$ cat src/rtl/exc_entry_pkg.sv
package exc_entry_pkg;

   typedef enum logic [2:0] {
      EK_IRQ   = 3'd0,
      EK_NMI   = 3'd1,
      EK_ABORT = 3'd2,
      EK_BRK   = 3'd3,
      EK_COP   = 3'd4,
      EK_RESET = 3'd5
   } exc_kind_e;

   typedef enum logic [3:0] {
      ST_IDLE,
      ST_DUM1,
      ST_DUM2,
      ST_SIG,
      ST_SV_BANK,
      ST_SV_PCH,
      ST_SV_PCL,
      ST_SV_STAT,
      ST_VEC_LO,
      ST_VEC_HI,
      ST_FIN
   } step_e;

   function automatic logic [15:0] slot_addr(input logic [2:0] k, input logic e);
      logic [15:0] a;
      case (k)
         EK_RESET: a = 16'hFFFC;
         EK_NMI:   a = e ? 16'hFFFA : 16'hFFEA;
         EK_ABORT: a = e ? 16'hFFF8 : 16'hFFE8;
         EK_BRK:   a = e ? 16'hFFFE : 16'hFFE6;
         EK_COP:   a = e ? 16'hFFF4 : 16'hFFE4;
         default:  a = e ? 16'hFFFE : 16'hFFEE;
      endcase
      return a;
   endfunction

   function automatic logic is_saving(input step_e s);
      return (s == ST_SV_BANK) || (s == ST_SV_PCH) ||
             (s == ST_SV_PCL)  || (s == ST_SV_STAT);
   endfunction

endpackage

$ cat src/rtl/exc_vec_pick.sv
module exc_vec_pick
   import exc_entry_pkg::*;
#(
   parameter int PC_W = 16
) (
   input  logic [2:0]      kind,
   input  logic            emu,
   input  logic            late_nmi,
   output logic [PC_W-1:0] vec
);
   logic [2:0] eff_kind;

   // Priority: reset first, then a non-maskable request, then the latched kind.
   always_comb begin
      if (kind == EK_RESET)       eff_kind = EK_RESET;
      else if (late_nmi)          eff_kind = EK_NMI;
      else                        eff_kind = kind;
   end

   generate
      if (PC_W == 16) begin : g_std
         assign vec = slot_addr(eff_kind, emu);
      end else begin : g_wide
         assign vec = {{(PC_W-16){1'b1}}, slot_addr(eff_kind, emu)};
      end
   endgenerate
endmodule

$ cat src/rtl/exc_stack_ptr.sv
module exc_stack_ptr #(
   parameter int          SP_W     = 16,
   parameter logic [7:0]  EMU_PAGE = 8'h01
) (
   input  logic            clk,
   input  logic            rst_n,
   input  logic            load,
   input  logic [SP_W-1:0] load_val,
   input  logic            emu,
   input  logic            dec,
   output logic [SP_W-1:0] sp_q
);
   logic [SP_W-1:0] load_fmt;
   logic [SP_W-1:0] dec_val;

   generate
      if (SP_W > 8) begin : g_paged
         // Emulation keeps the high byte pinned to its page; only the low byte moves.
         assign load_fmt = emu ? {{(SP_W-16){1'b0}}, EMU_PAGE, load_val[7:0]} : load_val;
         assign dec_val  = emu ? {{(SP_W-16){1'b0}}, EMU_PAGE, sp_q[7:0] - 8'd1}
                               : sp_q - 1'b1;
      end else begin : g_flat
         assign load_fmt = load_val;
         assign dec_val  = sp_q - 1'b1;
      end
   endgenerate

   always_ff @(posedge clk or negedge rst_n) begin
      if (!rst_n)     sp_q <= '0;
      else if (load)  sp_q <= load_fmt;
      else if (dec)   sp_q <= dec_val;
   end

   assert_sp_step_R3: assert property (@(posedge clk) disable iff (!rst_n)
      (dec && !load) |=> (sp_q[7:0] == $past(sp_q[7:0]) - 8'd1));

   assert_emu_page_R4: assert property (@(posedge clk) disable iff (!rst_n)
      (dec && !load && emu) |=> (sp_q[15:8] == EMU_PAGE));
endmodule

$ cat src/rtl/exc_step_ctrl.sv
module exc_step_ctrl
   import exc_entry_pkg::*;
(
   input  logic       clk,
   input  logic       rst_n,
   input  logic       start,
   input  logic [2:0] kind,
   input  logic       emu_q,
   output step_e      state,
   output logic       accept
);
   step_e nxt;
   logic  sw_kind;

   assign sw_kind = (kind == EK_BRK) || (kind == EK_COP);
   assign accept  = (state == ST_IDLE) && start;

   always_comb begin
      nxt = state;
      case (state)
         ST_IDLE:    if (start) nxt = sw_kind ? ST_SIG : ST_DUM1;
         ST_DUM1:    nxt = ST_DUM2;
         ST_DUM2:    nxt = emu_q ? ST_SV_PCH : ST_SV_BANK;
         ST_SIG:     nxt = emu_q ? ST_SV_PCH : ST_SV_BANK;
         ST_SV_BANK: nxt = ST_SV_PCH;
         ST_SV_PCH:  nxt = ST_SV_PCL;
         ST_SV_PCL:  nxt = ST_SV_STAT;
         ST_SV_STAT: nxt = ST_VEC_LO;
         ST_VEC_LO:  nxt = ST_VEC_HI;
         ST_VEC_HI:  nxt = ST_FIN;
         ST_FIN:     nxt = ST_IDLE;
         default:    nxt = ST_IDLE;
      endcase
   end

   always_ff @(posedge clk or negedge rst_n) begin
      if (!rst_n) state <= ST_IDLE;
      else        state <= nxt;
   end

   assert_emu_skip_bank_R4: assert property (@(posedge clk) disable iff (!rst_n)
      (state == ST_SV_BANK) |-> !emu_q);

   assert_fin_after_hi_R9: assert property (@(posedge clk) disable iff (!rst_n)
      (state == ST_VEC_HI) |=> (state == ST_FIN));

   assert_busy_ignore_R10: assert property (@(posedge clk) disable iff (!rst_n)
      (state != ST_IDLE && state != ST_FIN) |=> (state != ST_IDLE));
endmodule

$ cat src/rtl/exc_entry_seq.sv
module exc_entry_seq
   import exc_entry_pkg::*;
#(
   parameter int         BANK_W   = 8,
   parameter int         PC_W     = 16,
   parameter int         DATA_W   = 8,
   parameter logic [7:0] EMU_PAGE = 8'h01
) (
   input  logic                     clk,
   input  logic                     rst_n,
   input  logic                     start,
   input  logic [2:0]               kind,
   input  logic                     emu,
   input  logic [BANK_W-1:0]        pbank,
   input  logic [PC_W-1:0]          pc,
   input  logic [DATA_W-1:0]        status,
   input  logic [PC_W-1:0]          sp,
   input  logic                     late_nmi,
   input  logic [DATA_W-1:0]        bus_rdata,
   output logic                     busy,
   output logic                     bus_rd,
   output logic                     bus_wr,
   output logic [BANK_W+PC_W-1:0]   bus_addr,
   output logic [DATA_W-1:0]        bus_wdata,
   output logic                     done,
   output logic [PC_W-1:0]          new_pc,
   output logic [BANK_W-1:0]        new_pbank,
   output logic [PC_W-1:0]          new_sp,
   output logic [DATA_W-1:0]        new_status
);
   localparam int ADDR_W = BANK_W + PC_W;
   localparam int BIT_I  = 2;
   localparam int BIT_D  = 3;

   initial begin
      assert (PC_W == 2*DATA_W) else $error("PC must be two data bytes wide");
      assert (BANK_W == DATA_W) else $error("bank must be one data byte wide");
   end

   step_e             state;
   logic              accept;
   logic [2:0]        kind_q;
   logic              emu_q;
   logic [BANK_W-1:0] pb_q;
   logic [PC_W-1:0]   pc_q;
   logic [DATA_W-1:0] st_q;
   logic [PC_W-1:0]   vec_q;
   logic [PC_W-1:0]   vec_pick;
   logic [DATA_W-1:0] vlo_q;
   logic [PC_W-1:0]   sp_q;
   logic              is_reset;
   logic              saving;

   exc_step_ctrl u_ctrl (
      .clk    (clk),
      .rst_n  (rst_n),
      .start  (start),
      .kind   (kind),
      .emu_q  (emu_q),
      .state  (state),
      .accept (accept)
   );

   exc_vec_pick #(.PC_W(PC_W)) u_pick (
      .kind     (kind_q),
      .emu      (emu_q),
      .late_nmi (late_nmi),
      .vec      (vec_pick)
   );

   assign saving   = is_saving(state);
   assign is_reset = (kind_q == EK_RESET);

   exc_stack_ptr #(.SP_W(PC_W), .EMU_PAGE(EMU_PAGE)) u_sp (
      .clk      (clk),
      .rst_n    (rst_n),
      .load     (accept),
      .load_val (sp),
      .emu      (accept ? emu : emu_q),
      .dec      (saving),
      .sp_q     (sp_q)
   );

   // Context capture and handler address assembly.
   always_ff @(posedge clk or negedge rst_n) begin
      if (!rst_n) begin
         kind_q <= '0;
         emu_q  <= 1'b0;
         pb_q   <= '0;
         pc_q   <= '0;
         st_q   <= '0;
         vec_q  <= '0;
         vlo_q  <= '0;
         new_pc <= '0;
      end else begin
         if (accept) begin
            kind_q <= kind;
            emu_q  <= emu;
            pb_q   <= pbank;
            pc_q   <= pc;
            st_q   <= status;
         end
         if (state == ST_SIG)    pc_q   <= pc_q + 1'b1;
         if (state == ST_SV_PCL) vec_q  <= vec_pick;
         if (state == ST_VEC_LO) vlo_q  <= bus_rdata;
         if (state == ST_VEC_HI) new_pc <= {bus_rdata, vlo_q};
      end
   end

   // Bus cycle decode.
   always_comb begin
      bus_rd    = 1'b0;
      bus_wr    = 1'b0;
      bus_addr  = '0;
      bus_wdata = '0;
      case (state)
         ST_DUM1, ST_DUM2, ST_SIG: begin
            bus_rd   = 1'b1;
            bus_addr = {pb_q, pc_q};
         end
         ST_SV_BANK, ST_SV_PCH, ST_SV_PCL, ST_SV_STAT: begin
            bus_rd   = is_reset;
            bus_wr   = !is_reset;
            bus_addr = {{BANK_W{1'b0}}, sp_q};
            case (state)
               ST_SV_BANK: bus_wdata = pb_q;
               ST_SV_PCH:  bus_wdata = pc_q[PC_W-1:DATA_W];
               ST_SV_PCL:  bus_wdata = pc_q[DATA_W-1:0];
               default:    bus_wdata = st_q;
            endcase
         end
         ST_VEC_LO: begin
            bus_rd   = 1'b1;
            bus_addr = {{BANK_W{1'b0}}, vec_q};
         end
         ST_VEC_HI: begin
            bus_rd   = 1'b1;
            bus_addr = {{BANK_W{1'b0}}, vec_q + 1'b1};
         end
         default: ;
      endcase
   end

   always_comb begin
      new_status        = st_q;
      new_status[BIT_I] = 1'b1;
      new_status[BIT_D] = 1'b0;
   end

   assign busy      = (state != ST_IDLE);
   assign done      = (state == ST_FIN);
   assign new_pbank = '0;
   assign new_sp    = sp_q;

   assert_rd_wr_excl_R5: assert property (@(posedge clk) disable iff (!rst_n)
      !(bus_rd && bus_wr));

   assert_reset_no_write_R5: assert property (@(posedge clk) disable iff (!rst_n)
      (busy && is_reset) |-> !bus_wr);

   assert_late_nmi_R7: assert property (@(posedge clk) disable iff (!rst_n)
      (state == ST_SV_PCL && late_nmi && !is_reset) |=>
         (vec_q == (emu_q ? 16'hFFFA : 16'hFFEA)));

   assert_vec_bank0_R8: assert property (@(posedge clk) disable iff (!rst_n)
      (state == ST_VEC_LO || state == ST_VEC_HI) |-> (bus_addr[ADDR_W-1:PC_W] == '0));

   assert_handler_pc_R8: assert property (@(posedge clk) disable iff (!rst_n)
      (state == ST_VEC_HI) |=> (new_pc == {$past(bus_rdata), vlo_q}));

   assert_done_pulse_R9: assert property (@(posedge clk) disable iff (!rst_n)
      done |=> !done);
endmodule

$ cat config.mk
export PLATFORM = sky130hd
export DESIGN_NAME = exc_entry_seq
export DESIGN_NICKNAME = d
export VERILOG_FILES = /design/src/rtl/exc_entry_pkg.sv /design/src/rtl/exc_vec_pick.sv /design/src/rtl/exc_stack_ptr.sv /design/src/rtl/exc_step_ctrl.sv /design/src/rtl/exc_entry_seq.sv
export SDC_FILE = /design/constraint.sdc
export NUM_CORES = 1
export LEC_CHECK = 0
export BUFFER_PORTS_ARGS = -buffer_cell sky130_fd_sc_hd__buf_4
export CAP_MARGIN = 20
export CELL_PAD_IN_SITES_DETAIL_PLACEMENT = 1
export CELL_PAD_IN_SITES_GLOBAL_PLACEMENT = 1
export CORE_MARGIN = 4
export CORE_UTILIZATION = 35
export CTS_CLUSTER_DIAMETER = 40
export DETAILED_ROUTE_END_ITERATION = 7
export GPL_TIMING_DRIVEN = 0
export PLACE_DENSITY = 0.89
export SETUP_SLACK_MARGIN = 0.4
export SLEW_MARGIN = 10
export SYNTH_ARGS = -nofsm -noshare
export SYNTH_HDL_FRONTEND = slang
export SYNTH_SLANG_ARGS = --single-unit
$ cat constraint.sdc
create_clock -name clk -period 1.7 [get_ports clk]
set_input_delay 0.17 -clock clk [delete_from_list [all_inputs] [get_ports clk]]
set_output_delay 0.17 -clock clk [all_outputs]
set_load 0.03 [all_outputs]
==> results.md <==
- Layout area overhead: 87.9%
- Most area-consuming cells after synthesis: dfrtp_1 44%, nand2_1 7.3%, mux2_2 5.9%, mux4_2 3.3%, buf_4 3.1%
- Total track usage: 0.289
- Final Hold Vio Count: 0
- Drt first pass iters: 6
- Layout cell share with drive strength beyond 1: 0.680
- Failing checks: negative setup slack
- Netlist cell types: 62
- Max-slew violations: 0
- Worst setup margin: -502 ps
- Number of routed nets with antenna violations: 0
- Hold Path Class: input port to flip-flop
- Mapped Cells: just over 500
- Max rail drop VDD: 1.44 mV
- Crit path largest cell delay: roughly 540 ps
- CTS root buffer: clkbuf_16
- Setup tns final: -28610 ps
- Vias/cell: 6.05
- Pleak: approximately 4.2 nW
- Die extent in y: 125 um
- Critical-path maximum fanout: 9
- Htree depth: 3
- CP most frequent cell: buf_6
- Die Area: ~16000 sq um
- CP top delay family: compound AO/OA/AOI/OAI gates
- # clock sinks: 85
- Number of remaining DRC errors: 0
- Post-DP HPWL: ~13 mm
- N_diodes: 0
- Largest net degree at the start of global routing: 86
- Synth area leader: dfrtp_1
- Total number of vias: between 5k and 6k
- DRT iter0 DRCs: approximately 620
- Ys flop type: dfrtp_1
- Status: finished with violations
- Final Setup Violations: about 110
- Peak Freq: ~450 MHz
- Skew-Pair Late Insertion Delay: 370 ps
- Slew headroom: 0.584
- Setup crit end kind: primary output
- Crit Path Category: flip-flop to primary output
- # fillers: around 1.4k
- Placed Area: roughly 6400 sq um
- Worst path arrival time: about 2000 ps
- #FFs+latches synth: 85
- DR WL/cell: 30.2 um
- WP buf/inv: 3
- Cell breakdown of the critical path: buf_6 > nor2_4 > o21a_4 > a222oi_1 > inv_2 > buf_6
- Slew @ Worst Pin: ~620 ps
- Mapped Area: 4810 sq um
- Average size of a mapped cell: ~9.6 sq um
- Antenna violations before repair: 0
- Tot Pwr: roughly 21 mW
- Pwr dens: 2340 nW/um^2
- Ys async rst share: 1.00
- Core Area: between 10000 and 15000 sq um
- Crit path required time: ~1500 ps
- Ports: 148
- First-pass GRT wire length: 35.2 mm
- Max cap viols: 0
- Post-Route WL: between 20 and 30 mm
- Final nets: about 830
- Total grt overflow: 0
- Gpl congestion: between 0.9 and 1
- TritonCTS clock tree: built
- Clock Skews: approximately 14 ps
- Vias in the first global route: slightly below 6k
- RSZ-0062 raised after global routing: true
- Port-buffer cells: 137
- Number of synthesized flops with an enable pin: 0
- Register area share after synthesis: 0.442
- CTS Buf Count: 9
- CTS clk-pin slew, worst paths: 80 ps
- Starting Density: 0.361
- Slowest CP cell: a222oi_1
- Die W: 125 um
- Critical path launch point type: flip-flop
- Rows: 42
- Yosys warnings: 0
- Layout Utilization: 0.677
- Post-layout min period: 2200 ps
- Tcrit/Tclk final: 1.30
- Final instance area: between 9000 and 10000 sq um
- Top cell type's share of synthesized area: 0.442
- CTS Buffer Depth: 2
## cells in the final DEF (no fill, tap or decap), types with 6 or more instances in the layout
master,netlist,final
nand2_4,0,33
and2_4,0,17
buf_16,0,10
buf_8,0,7
buf_6,6,79
nor2_1,36,22
buf_4,20,166
o21ai_2,0,13
dfrtp_2,0,9
clkbuf_16,0,13
inv_1,13,9
mux4_2,7,8
a21oi_2,0,11
buf_12,0,19
o21ai_1,6,9
nand2_1,93,39
nor2_4,0,10
a21oi_1,27,13
nor3_1,13,6
conb_1,2,10
mux2_4,0,25
a22oi_2,0,11
nand2_2,2,22
dfrtp_1,85,76
## cell type report
type / count / area, sq um / share of cell area
buffer: 46 / 581 / 0.0642
clock buffer: 10 / 229 / 0.0253
clock inverter: 6 / 51.3 / 0.00567
inverter: 14 / 55.1 / 0.00609
multi-input combinational: 366 / 3320 / 0.367
sequential: 85 / 2140 / 0.236
tap: 176 / 220 / 0.0244
timing repair buffer: 244 / 2450 / 0.271
## registers in the layout (all words and copies together), names as in the netlist
signal        flops
new_pc           16
pc_q             16
u_sp.sp_q        16
pb_q              8
st_q              8
vlo_q             8
vec_q             5
u_ctrl.state      4
kind_q            3
emu_q             1
## cell families (layout without fill, tap and decap cells)
family / count (synthesis) / count (layout) / synth area share
xor+xnor: 3 / 3 / 0.00546
mux: 33 / 33 / 0.0967
simple gates: 208 / 208 / 0.220
flops: 85 / 85 / 0.442
compound gates: 110 / 110 / 0.153
other cells: 2 / 10 / 0.00156
buf+inv: 60 / 320 / 0.0754
fa+ha+maj: 2 / 2 / 0.00520
## through the flow
stage          worst slack, ps  hold WS, ps  std cells
2_1_floorplan             2.71         -126        511
3_3_place_gp              -180          365        824
3_5_place_dp              -245          368        824
4_1_cts                   -294        0.856        910
5_1_grt                   -562        -5.47        947
6_report                  -502         1.07        947
## synth_stat cells (7+ instances only)
library cell and n:
nand2_1 93, mux4_2 7, a21oi_1 27, nor2_1 36, buf_2 13, dfrtp_1 85, o21ai_0 21, a22oi_1 12
and2_1 17, inv_1 13, nor3_1 13, buf_4 20, mux2_2 25
## power breakdown
part	switching [mW]	leakage (nW)	internal, mW
clock	1.00	0.140	1.02
combinational	7.88	3.08	6.80
sequential	1.45	1.01	2.98
## path summary, 6_finish.rpt
| path | startpoint | endpoint | slack, ps | cells after the start |
|---|---|---|---|---|
| max in group asynchronous | rst_n | pc_q[8] | 720 | 3 |
| worst max register to register | u_ctrl.state[2] | u_sp.sp_q[13] | -500 | 10 |
| worst max-delay path | u_ctrl.state[3] | bus_addr[4] | -500 | 6 |
| worst min-delay path | status[7] | st_q[7] | 1 | 3 |
| worst min register to register | st_q[3] | st_q[3] | 510 | 2 |
| min in group asynchronous | rst_n | vlo_q[4] | 310 | 2 |
## repair_timing
| action | in CTS | in global routing |
|---|---|---|
| cloned | 11 | 1 |
| setup buffers | 59 | 34 |
| gates resized for setup | 202 | 117 |
| hold buffers | 0 | 1 |
| endpoints found under the hold margin | 0 | 33 |
| setup endpoints to repair | 118 | 123 |
| pin swaps | 64 | 54 |
## tightest hold or removal path, cell delays in order
cell and delay [ps]:
buf_4 90, nand2_4 40, nand2_2 40
## per-layer routing
metal | wire length (um) | track usage | part of all wire | up-vias
met5 | 0 | 0 | 0 | -
met4 | 1790 | 0.0982 | 0.062 | 0
li1 | - | - | - | 2308
met2 | 14300 | 0.504 | 0.50 | 364
met3 | 2070 | 0.0665 | 0.072 | 127
met1 | 10500 | 0.352 | 0.37 | 2935
(Power assumes the default switching activity.)
